$ cat src/rtl/seqm_pkg.sv
// Shared types for the Mealy sequence recogniser.
// Assumes at most eight states, so a three-bit index is enough.
package seqm_pkg;

    typedef enum logic [1:0] {
        ENC_BINARY = 2'd0,
        ENC_GRAY   = 2'd1,
        ENC_ONEHOT = 2'd2
    } seqm_enc_e;

    localparam int IDX_W = 3;
    typedef logic [IDX_W-1:0] st_idx_t;

    localparam st_idx_t ST_A = 3'd0;
    localparam st_idx_t ST_B = 3'd1;
    localparam st_idx_t ST_C = 3'd2;
    localparam st_idx_t ST_D = 3'd3;
    localparam st_idx_t ST_E = 3'd4;
    localparam st_idx_t ST_F = 3'd5;
    localparam st_idx_t ST_G = 3'd6;

endpackage

$ cat src/rtl/seqm_table.sv
// Next-state and output table of the recogniser, in either form.
// REDUCED=1 gives the five-state table, REDUCED=0 the seven-state one.
// Assumes cur is already decoded; any out-of-range index is sent to ST_A.
module seqm_table
    import seqm_pkg::*;
#(
    parameter bit REDUCED = 1'b1
) (
    input  st_idx_t cur,
    input  logic    x,
    output st_idx_t nxt,
    output logic    z
);

    generate
        if (REDUCED) begin : g_reduced
            // Five-state successor lookup.
            always_comb begin
                unique case (cur)
                    ST_A:    nxt = x ? ST_B : ST_A;
                    ST_B:    nxt = x ? ST_D : ST_C;
                    ST_C:    nxt = x ? ST_D : ST_A;
                    ST_D:    nxt = x ? ST_D : ST_E;
                    ST_E:    nxt = x ? ST_D : ST_A;
                    default: nxt = ST_A;
                endcase
            end
            // Output is high only for a 1 in the two output states.
            always_comb begin
                z = x && ((cur == ST_D) || (cur == ST_E));
            end
        end else begin : g_full
            // Seven-state successor lookup.
            always_comb begin
                unique case (cur)
                    ST_A:    nxt = x ? ST_B : ST_A;
                    ST_B:    nxt = x ? ST_D : ST_C;
                    ST_C:    nxt = x ? ST_D : ST_A;
                    ST_D:    nxt = x ? ST_F : ST_E;
                    ST_E:    nxt = x ? ST_F : ST_A;
                    ST_F:    nxt = x ? ST_F : ST_G;
                    ST_G:    nxt = x ? ST_F : ST_A;
                    default: nxt = ST_A;
                endcase
            end
            // Output is high for a 1 in any of the four output states.
            always_comb begin
                z = x && ((cur == ST_D) || (cur == ST_E) ||
                          (cur == ST_F) || (cur == ST_G));
            end
        end
    endgenerate

endmodule

$ cat src/rtl/seqm_codec.sv
// Maps a state index to its stored code and a stored code back to an index.
// The encoding is fixed by ENC. Codes that match no state decode to ST_A,
// with code_ok low.
module seqm_codec
    import seqm_pkg::*;
#(
    parameter seqm_enc_e ENC     = ENC_BINARY,
    parameter int        NSTATES = 5,
    parameter int        CODE_W  = 3
) (
    input  st_idx_t           idx_in,
    output logic [CODE_W-1:0] code_out,
    output logic [CODE_W-1:0] code_start,
    input  logic [CODE_W-1:0] code_in,
    output st_idx_t           idx_out,
    output logic              code_ok
);

    localparam logic [CODE_W-1:0] ONE_C = {{(CODE_W-1){1'b0}}, 1'b1};

    // Code of state i under the selected encoding.
    function automatic logic [CODE_W-1:0] enc_fn(input int i);
        logic [CODE_W-1:0] r;
        case (ENC)
            ENC_GRAY:   r = CODE_W'(i ^ (i >> 1));
            ENC_ONEHOT: r = ONE_C << i;
            default:    r = CODE_W'(i);
        endcase
        return r;
    endfunction

    // Encode the next-state index.
    always_comb begin
        code_out = enc_fn(int'(idx_in));
    end

    // Code loaded by reset.
    always_comb begin
        code_start = enc_fn(0);
    end

    // Decode the stored code; unmatched codes fall back to the start state.
    always_comb begin
        idx_out = ST_A;
        code_ok = 1'b0;
        for (int i = 0; i < NSTATES; i++) begin
            if (code_in == enc_fn(i)) begin
                idx_out = st_idx_t'(i);
                code_ok = 1'b1;
            end
        end
    end

endmodule

$ cat src/rtl/seqm_state_reg.sv
// State code register with synchronous active-low reset to a supplied code.
module seqm_state_reg #(
    parameter int CODE_W = 3
) (
    input  logic              clk,
    input  logic              rst_n,
    input  logic [CODE_W-1:0] rst_code,
    input  logic [CODE_W-1:0] d,
    output logic [CODE_W-1:0] q
);

    // Hold the present-state code.
    always_ff @(posedge clk) begin
        if (!rst_n) q <= rst_code;
        else        q <= d;
    end

endmodule

$ cat src/rtl/seqm_mealy_top.sv
// Mealy sequence recogniser with one input and one output.
// REDUCED chooses between the five-state and the seven-state table, and ENC
// chooses how the state is stored. Both forms have the same input-to-output
// behaviour. The reset is synchronous and active low.
module seqm_mealy_top
    import seqm_pkg::*;
#(
    parameter bit        REDUCED = 1'b1,
    parameter seqm_enc_e ENC     = ENC_BINARY
) (
    input  logic       clk,
    input  logic       rst_n,
    input  logic       x,
    output logic       z,
    output logic [2:0] state_idx
);

    localparam int NSTATES = REDUCED ? 5 : 7;
    localparam int CODE_W  = (ENC == ENC_ONEHOT) ? NSTATES : $clog2(NSTATES);

    logic [CODE_W-1:0] code_q;
    logic [CODE_W-1:0] code_d;
    logic [CODE_W-1:0] code_rst;
    st_idx_t           cur_idx;
    st_idx_t           nxt_idx;
    logic              code_ok;

    seqm_codec #(.ENC(ENC), .NSTATES(NSTATES), .CODE_W(CODE_W)) u_codec (
        .idx_in     (nxt_idx),
        .code_out   (code_d),
        .code_start (code_rst),
        .code_in    (code_q),
        .idx_out    (cur_idx),
        .code_ok    (code_ok)
    );

    seqm_table #(.REDUCED(REDUCED)) u_table (
        .cur (cur_idx),
        .x   (x),
        .nxt (nxt_idx),
        .z   (z)
    );

    seqm_state_reg #(.CODE_W(CODE_W)) u_state (
        .clk      (clk),
        .rst_n    (rst_n),
        .rst_code (code_rst),
        .d        (code_d),
        .q        (code_q)
    );

    // Expose the decoded index for debug.
    always_comb begin
        state_idx = cur_idx;
    end


    state_range_chk: assert property (@(posedge clk) disable iff (!rst_n)
        state_idx < 3'(NSTATES));


    code_legal_chk: assert property (@(posedge clk) disable iff (!rst_n)
        code_ok);


    z_out_state_chk: assert property (@(posedge clk) disable iff (!rst_n)
        z |-> (x && state_idx >= ST_D));


    zero_succ_chk: assert property (@(posedge clk) disable iff (!rst_n)
        !x |=> (state_idx[0] == 1'b0));


    start_one_chk: assert property (@(posedge clk) disable iff (!rst_n)
        (x && state_idx == ST_A) |=> (state_idx == ST_B));

    generate
        if (REDUCED) begin : g_red_chk

            one_to_d_chk: assert property (@(posedge clk) disable iff (!rst_n)
                (x && state_idx != ST_A) |=> (state_idx == ST_D));
        end else begin : g_full_chk

            one_early_chk: assert property (@(posedge clk) disable iff (!rst_n)
                (x && (state_idx == ST_B || state_idx == ST_C)) |=> (state_idx == ST_D));

            one_late_chk: assert property (@(posedge clk) disable iff (!rst_n)
                (x && state_idx >= ST_D) |=> (state_idx == ST_F));
        end
    endgenerate

endmodule

$ cat config.mk
export PLATFORM = sky130hd
export DESIGN_NAME = seqm_mealy_top
export DESIGN_NICKNAME = d
export VERILOG_FILES = /design/src/rtl/seqm_pkg.sv /design/src/rtl/seqm_table.sv /design/src/rtl/seqm_codec.sv /design/src/rtl/seqm_state_reg.sv /design/src/rtl/seqm_mealy_top.sv
export SDC_FILE = /design/constraint.sdc
export NUM_CORES = 1
export LEC_CHECK = 0
export ABC_AREA = 1
export BUFFER_PORTS_ARGS = -buffer_cell sky130_fd_sc_hd__buf_2
export CAP_MARGIN = 20
export CORE_AREA = 2 2 39 41
export DETAILED_ROUTE_END_ITERATION = 7
export DIE_AREA = 0 0 41 43
export HOLD_SLACK_MARGIN = 0.02
export PLACE_DENSITY_LB_ADDON = 0.15
export SLEW_MARGIN = 30
export SYNTH_ARGS = -nofsm -noshare
export SYNTH_HDL_FRONTEND = slang
export SYNTH_SLANG_ARGS = --single-unit
$ cat constraint.sdc
create_clock -name clk -period 0.9 [get_ports clk]
set_input_delay 0.045 -clock clk [delete_from_list [all_inputs] [get_ports clk]]
set_output_delay 0.045 -clock clk [all_outputs]
set_load 0.01 [all_outputs]
Word level (Yosys, flattened, before mapping) --
Index checks and enable logic that the tools add are counted.
Word-level totals: register bits 3, input bits 3, output and inout port bits 4, logic and storage cells 22
Operators by class: equality and inequality tests 8, muxes and demuxes 9, reduce and logical (&&, ||, !) cells 4
Operator list (count):
- equality test 3 x 2 -> 1 bit, second input constant | 4
- one-hot mux 3 bit (4 select lines) | 1
- equality test 3 x 1 -> 1 bit, second input constant | 2
- equality test 3 bit, second input constant | 2
- 2-to-1 mux 2 bit | 3
- 2-to-1 mux 3 bit | 2
- logical NOT 3 bit | 1
- 2-to-1 mux 1 bit | 3
- OR reduction 2 bit | 1
- logical AND 1 bit | 1
- logical OR 1 bit | 1

Logic depth before layout (Yosys ltp) --
Gate-level depths: netlist of the first run.
depth in word-level cells 8, depth in mapped cells 5, depth with buffers taken out 5

Modules after synthesis --
Synthesis of the first run repeated with hierarchy kept, for this count alone.
Second synthesis, totals: cells, all modules 41, area total of the unflattened synthesis 241.5 um^2
By module, submodules not included:
- seqm_state_reg | instances 1, cells an instance 13, area each 97.6 um^2, seq. area each 60.1 um^2
- seqm_codec | instances 1, cells an instance 14, area each 76.3 um^2, seq. area each 0.0 um^2
- seqm_table | instances 1, cells an instance 14, area each 67.6 um^2, seq. area each 0.0 um^2

Worst setup path before layout of the first run --
Ideal clock, no wire load.
path type reg-to-output, start point register u_state.q[2], end point output z, data arrival time 0.698 ns, data required time 0.855 ns, path slack 0.157 ns, cell stages (with the launch flop) 4, buffers on the path 0, path through dfxtp_1 inv_1 nand3_1 a21boi_1
Between the ends: longest elaborated chain between the ends 8, elaborated cells on any way between the ends 12, classes of those cells 6 x eq/ne; 4 x mux; 2 x reduce/logical
RTL lines:
- start, declared | RTL line seqm_state_reg.sv:9 | output logic [CODE_W-1:0] q
- start signal, assigned | RTL line seqm_state_reg.sv:14 | if (!rst_n) q <= rst_code;
- equality test 3 x 1 -> 1 bit | RTL line seqm_codec.sv:47 | if (code_in == enc_fn(i)) begin
- 2-to-1 mux 1 bit | RTL line seqm_codec.sv:47
- 2-to-1 mux 2 bit (2 in a row) | RTL line seqm_codec.sv:47
- 2-to-1 mux 3 bit * | RTL line seqm_codec.sv:47
- equality test 3 x 2 -> 1 bit / equality test 3 bit (equally long branches) | RTL line seqm_table.sv:30 | z = x && ((cur == ST_D) || (cur == ST_E));
- logical OR 1 bit * | RTL line seqm_table.sv:30
- logical AND 1 bit * | RTL line seqm_table.sv:30
- end, declared | RTL line seqm_mealy_top.sv:14 | output logic z,
Every way passes the cells marked *; elsewhere a longest branch is shown, timed or not.

Final worst setup path of the first run --
start point register u_state.q[1], end point output z
Same word-level chain as after synthesis.

==> results of run 1 <==
## worst max-delay path, cell delays in order, from the launching register on
cell and delay [ns]:
dfxtp_2 0.32, nor2_1 0.10, nand2_1 0.09, a21boi_1 0.12, buf_2 0.14
## per-layer routing
layer | part of all wire [%] | up-vias
met5 | 0 | -
met4 | 0 | 0
met3 | 6.0 | 0
met2 | 50 | 3
met1 | 44 | 71
li1 | - | 81
## power by group through the flow
stage | sequential, uW | clock [uW] | combinational, uW
finish | 146 | 227 | 38.6
global placement | 146 | 0 | 34.5
detailed placement | 146 | 0 | 34.5
global route | 146 | 253 | 42.4
floorplan | 145 | 0 | 20.0
CTS | 145 | 242 | 38.5
## worst paths after layout
check / start / end / slack (ns) / cells after the start
min reg2reg: u_state.q[1]$_SDFF_PN0_ / u_state.q[2]$_SDFF_PN0_ / 0.48 / 2
max reg2reg: u_state.q[2]$_SDFF_PN0_ / u_state.q[1]$_SDFF_PN0_ / 0.12 / 5
max: u_state.q[1]$_SDFF_PN0_ / z / -0.14 / 4
min: x / u_state.q[0]$_SDFF_PN0_ / 0.05 / 3
## placed cells by master (no fill, tap or decap)
cell           instances
inv_1                  4
nand3_2                1
a21boi_1               1
nor3b_2                1
dlygate4sd3_1          1
nand2_1                6
nor2_1                 1
clkbuf_4               3
nand3_1                1
dfxtp_2                3
inv_2                  1
nor2_2                 1
clkbuf_1               1
buf_2                  6
## cell type report
class	count	share of cell area, %
multi-input combinational	12	28.6
tap	16	8.47
timing repair buffer	7	16.9
inverter	5	7.94
sequential	3	27.0
clock buffer	4	11.1
## logic make-up after synthesis
| logic type | Yosys count | synth area share, % |
|---|---|---|
| simple gates | 11 | 38.9 |
| buf+inv | 5 | 13.3 |
| flops | 3 | 42.5 |
| compound gates | 1 | 5.31 |
## cells in the mapped netlist, drive strengths merged
| master | instances | area, um^2 |
|---|---|---|
| nand2 | 6 | 22.5 |
| inv | 5 | 18.8 |
| dfxtp | 3 | 60.1 |
| nand3 | 2 | 10.0 |
| nor2 | 2 | 10.0 |
| a21boi | 1 | 7.51 |
| nor3b | 1 | 12.5 |
## metrics by stage
stage | hold WS, ns | setup WS (ns) | TNS [ns] | area, um^2 | std cells
2_1_floorplan | 0.115 | 0.157 | 0 | 141 | 20
3_3_place_gp | 0.247 | 0.0946 | 0 | 191 | 42
3_5_place_dp | 0.244 | 0.0784 | 0 | 191 | 42
4_1_cts | 0.0483 | -0.166 | -0.272 | 231 | 47
5_1_grt | 0.0621 | -0.205 | -0.453 | 236 | 47
6_report | 0.0550 | -0.140 | -0.252 | 236 | 47
## what timing repair did
action | in CTS | in global routing
endpoints found under the setup margin | 4 | 4
gates resized for setup | 3 | 1
hold buffers | 1 | 0
buffers inserted | 0 | 0
pin swaps | 2 | 1
hold endpoints to repair | 1 | 0
==> reports/qor.csv, run 1 <==
metric;value;unit
hold_class;input pin to flip-flop;
critPathMaxFanout;3;
synth_cells;20;
port_buffers;6;
maxSlewHeadroom;92.3;%
wire_per_inst;7.81;um
finalCritPeriodShare;116;%
initial_core_util;10.2;%
dieArea;0.00176;mm^2
arrival;0.99;ns
path_class;flip-flop to primary output;
fillers;167;
via_count;155;
place_congestion;0.703;
std_cell_rows;14;
final-max-slew-violation-count;0;
cts.sinks;3;
rsz0062_at_grt;yes;
top_regs;u_state.q: 3 flops;
clkTransAtPathRegs;0.03;ns
power_switching;87.6;uW
cts_max_level;1;
drtAntennaViolNets;0;
powerDensity;1740;mW/mm^2
power.leakage;0.000133;uW
largest-register;u_state.q;
hold_violations;0;
synth_area_per_cell;7.07;um^2
firstDrtPassIters;2;
layout_min_cycle_time;1.04;ns
finalPower;412;uW
avgViaCountPerCell;3.30;
numCtsBuffers;3;
synth-seq-cells;3;
gr-usage-met2;5.63;%
dp_hpwl;265;um
synth-warning-count;0;
antenna_found_initial;0;
busiest_layer;met2;
synth.cell_area;141;um^2
fin_util;17.1;%
fmax;0.962;GHz
grt_pass1_vias;124;
drc;0;
postLayoutSetupSlackWorst;-0.140;ns
largest_register_ffs;3;
p_seq_share;35.5;%
core_area;0.00138;mm^2
area_growth;67.3;%
cts_tree;done;
cts_buffer_depth;2;
grt_max_degree;4;
worst_setup_path_end_kind;primary output;
fin_nets;35;
worstMarginPinSlew;0.115;ns
multiInputGateArea;67.6;um^2
required;0.85;ns
dieWidth;41;um
yosysSeqAreaShare;42.5;%
die_y;43;um
p_comb_share;9.4;%
finClkSkew;0.00161;ns
grt_use_met3;4.71;%
power_frac_clock;55.1;%
dr.first_iter.drc_count;6;
maxCapViolCount;0;
antenna_cells;0;
cts_root_buf;clkbuf_4;
grt_overflow;0;
status;finished with violations;
setup_viol;3;
wl;367;um
syn-num-nets;23;
boundaryPins;7;
seq_area;63.8;um^2
startpoint_type;flip-flop;
violations;negative setup slack;
globalRouteMet1Util;3.83;%
internal_power;325;uW
grt_pass1_wl;448;um
drive_gt1_share;51.6;%
insertion_delay;0.23;ns
synth_cell_types;9;
p_sw_share;21.2;%
ir_drop;0.634;mV
grt_usage;4.51;%
(Power assumes the default switching activity.)
==> run 2: changes to the inputs <==
clock period = 1.3 ns   (was 0.9 ns; I/O delays follow)
==> run 2 against run 1 <==
Compared with the run above: the run now ends clean; cell area fell by 3.7%; worst setup slack gained 0.35 ns; clock skew hardly changed; wire length fell by 19%.
==> reports/qor.csv, run 2 (synthesized netlist as in run 1, its figures left out) <==
metric;value;unit;change
numCtsBuffers;3;;unchanged
dieWidth;41;um;unchanged
post_cts_resized;0;;-3
worst_setup_path_end_kind;primary output;;
status;completed;;
power_frac_clock;55.9;%;+0.8 points
p_comb_share;9.0;%;-0.4 points
hold_violations;0;;unchanged
setup.worst_path.end;z;;
tns;0;ns;+0.252 ns
dp_hpwl;241;um;-9.3%
maxSlewHeadroom;91.9;%;-0.39 points
cts_buffer_depth;2;;unchanged
cts.sinks;3;;unchanged
grt_overflow;0;;unchanged
wl;299;um;-19%
cts_setup_buffers;0;;unchanged
fmax;0.917;GHz;
p_sw_share;21.3;%;+0.074 points
antenna_cells;0;;unchanged
port_buffers;6;;unchanged
drtAntennaViolNets;0;;unchanged
final_cell_mix;nand2_1 (6), buf_2 (6), inv_1 (4);;
dr.first_iter.drc_count;3;;-3
largest-register;u_state.q;;
min_from;rst_n;;
layout_min_cycle_time;1.09;ns;
grt_pass1_wl;503;um;+12%
internal_power;224;uW;-31%
hold_buffers;1;;unchanged
initial_core_util;10.2;%;unchanged
insertion_delay;0.23;ns;about the same
clkTransAtPathRegs;0.04;ns;about the same
firstDrtPassIters;2;;unchanged
maxCapViolCount;0;;unchanged
design_area;228;um^2;-3.7%
core_area;0.00138;mm^2;unchanged
cts_root_buf;clkbuf_4;;
power.leakage;0.000131;uW;-1.2%
avgViaCountPerCell;2.98;;-9.7%
grt_usage;4.71;%;+0.21 points
multiInputGateArea;62.6;um^2;-7.4%
cts_max_level;1;;unchanged
die_y;43;um;unchanged
arrival;1.03;ns;+0.04 ns
power_switching;60.6;uW;-31%
fin_nets;35;;unchanged
place_congestion;0.699;;-0.65%
fillers;167;;unchanged
top_regs;u_state.q: 3 flops;;
boundaryPins;7;;unchanged
crit_path_start;u_state.q[2]$_SDFF_PN0_;;
dieArea;0.00176;mm^2;unchanged
r2r_cells;5;;unchanged
hold_class;input pin to flip-flop;;
dpl.cell_count;42;;unchanged
setup_viol;0;;-3
placed_area;191;um^2;unchanged
ir_drop;0.359;mV;-43%
via_count;140;;-9.7%
finClkSkew;0.00184;ns;+0.000237 ns
finalCritPeriodShare;83.9;%;
cts_tree;done;;
startpoint_type;flip-flop;;
powerDensity;1250;mW/mm^2;-28%
antenna_found_initial;0;;unchanged
std_cell_rows;14;;unchanged
final-max-slew-violation-count;0;;unchanged
rsz0062_at_grt;no;;
r2r_start;u_state.q[2]$_SDFF_PN0_;;
worstMarginPinSlew;0.121;ns;+0.00585 ns
largest_register_ffs;3;;unchanged
seq_area;60.1;um^2;-5.9%
grt_pass1_vias;143;;+15%
area_growth;61.1;%;
drc;0;;unchanged
r2r_end;u_state.q[1]$_SDFF_PN0_;;
wire_per_inst;6.36;um;-19%
required;1.24;ns;+0.39 ns
finalNonFillerCells;47;;unchanged
path_class;flip-flop to primary output;;
grt_max_degree;4;;unchanged
r2r_setup_slack;0.52;ns;+0.40 ns
p_seq_share;35.1;%;-0.4 points
critPathMaxFanout;3;;unchanged
drive_gt1_share;38.7;%;-13 points
## run 2: cell counts in the layout (fill, tap and decap cells not counted)
Identical to the previous run, type by type.
## run 2: layout make-up
type | count | share of cell area (%)
multi-input cells | 12 | 27.5
inverters | 5 | 8.24
flip-flops and latches | 3 | 26.4
well taps | 16 | 8.79
repair buffers | 7 | 17.6
clock buffers | 4 | 11.5
## run 2: worst min path at each step
stage / endpoint / depth (start not counted)
after floorplan: u_state.q[2]$_SDFF_PN0_ / 1
after global placement: u_state.q[2]$_SDFF_PN0_ / 2
after detailed placement: u_state.q[2]$_SDFF_PN0_ / 2
after CTS: u_state.q[0]$_SDFF_PN0_ / 3
after global routing: u_state.q[0]$_SDFF_PN0_ / 3
final: u_state.q[0]$_SDFF_PN0_ / 3
## run 2: power groups by stage
stage	clock network (uW)	logic [uW]	registers (uW)
after floorplan	0	13.9	100
after global placement	0	23.8	101
after detailed placement	0	23.8	101
after CTS	172	26.2	99.7
after global routing	173	29.5	100
final	159	25.7	99.8
## run 2: through the flow
| stage | power [uW] | hold slack [ns] | setup WS [ns] | utilization (%) |
|---|---|---|---|---|
| floorplan | 114 | 0.135 | 0.537 | - |
| global placement | 125 | 0.268 | 0.459 | 13.8 |
| detailed placement | 125 | 0.267 | 0.458 | 13.8 |
| CTS | 297 | 0.0757 | 0.196 | 16.5 |
| global route | 303 | 0.0969 | 0.112 | 16.5 |
| finish | 284 | 0.0807 | 0.210 | 16.5 |
## run 2: metal layers
metal,part of all wire (%),vias up,GRT usage [%]
li1,-,80,-
met3,7.0,0,1.57
met1,46,57,6.09
met5,0,-,0
met2,46,3,4.06
met4,0,0,8.00
## run 2: critical path: stages (launching register included)
cell	delay, ns
dfxtp_1	0.32
inv_1	0.07
nand3_1	0.09
a21boi_1	0.16
buf_2	0.15
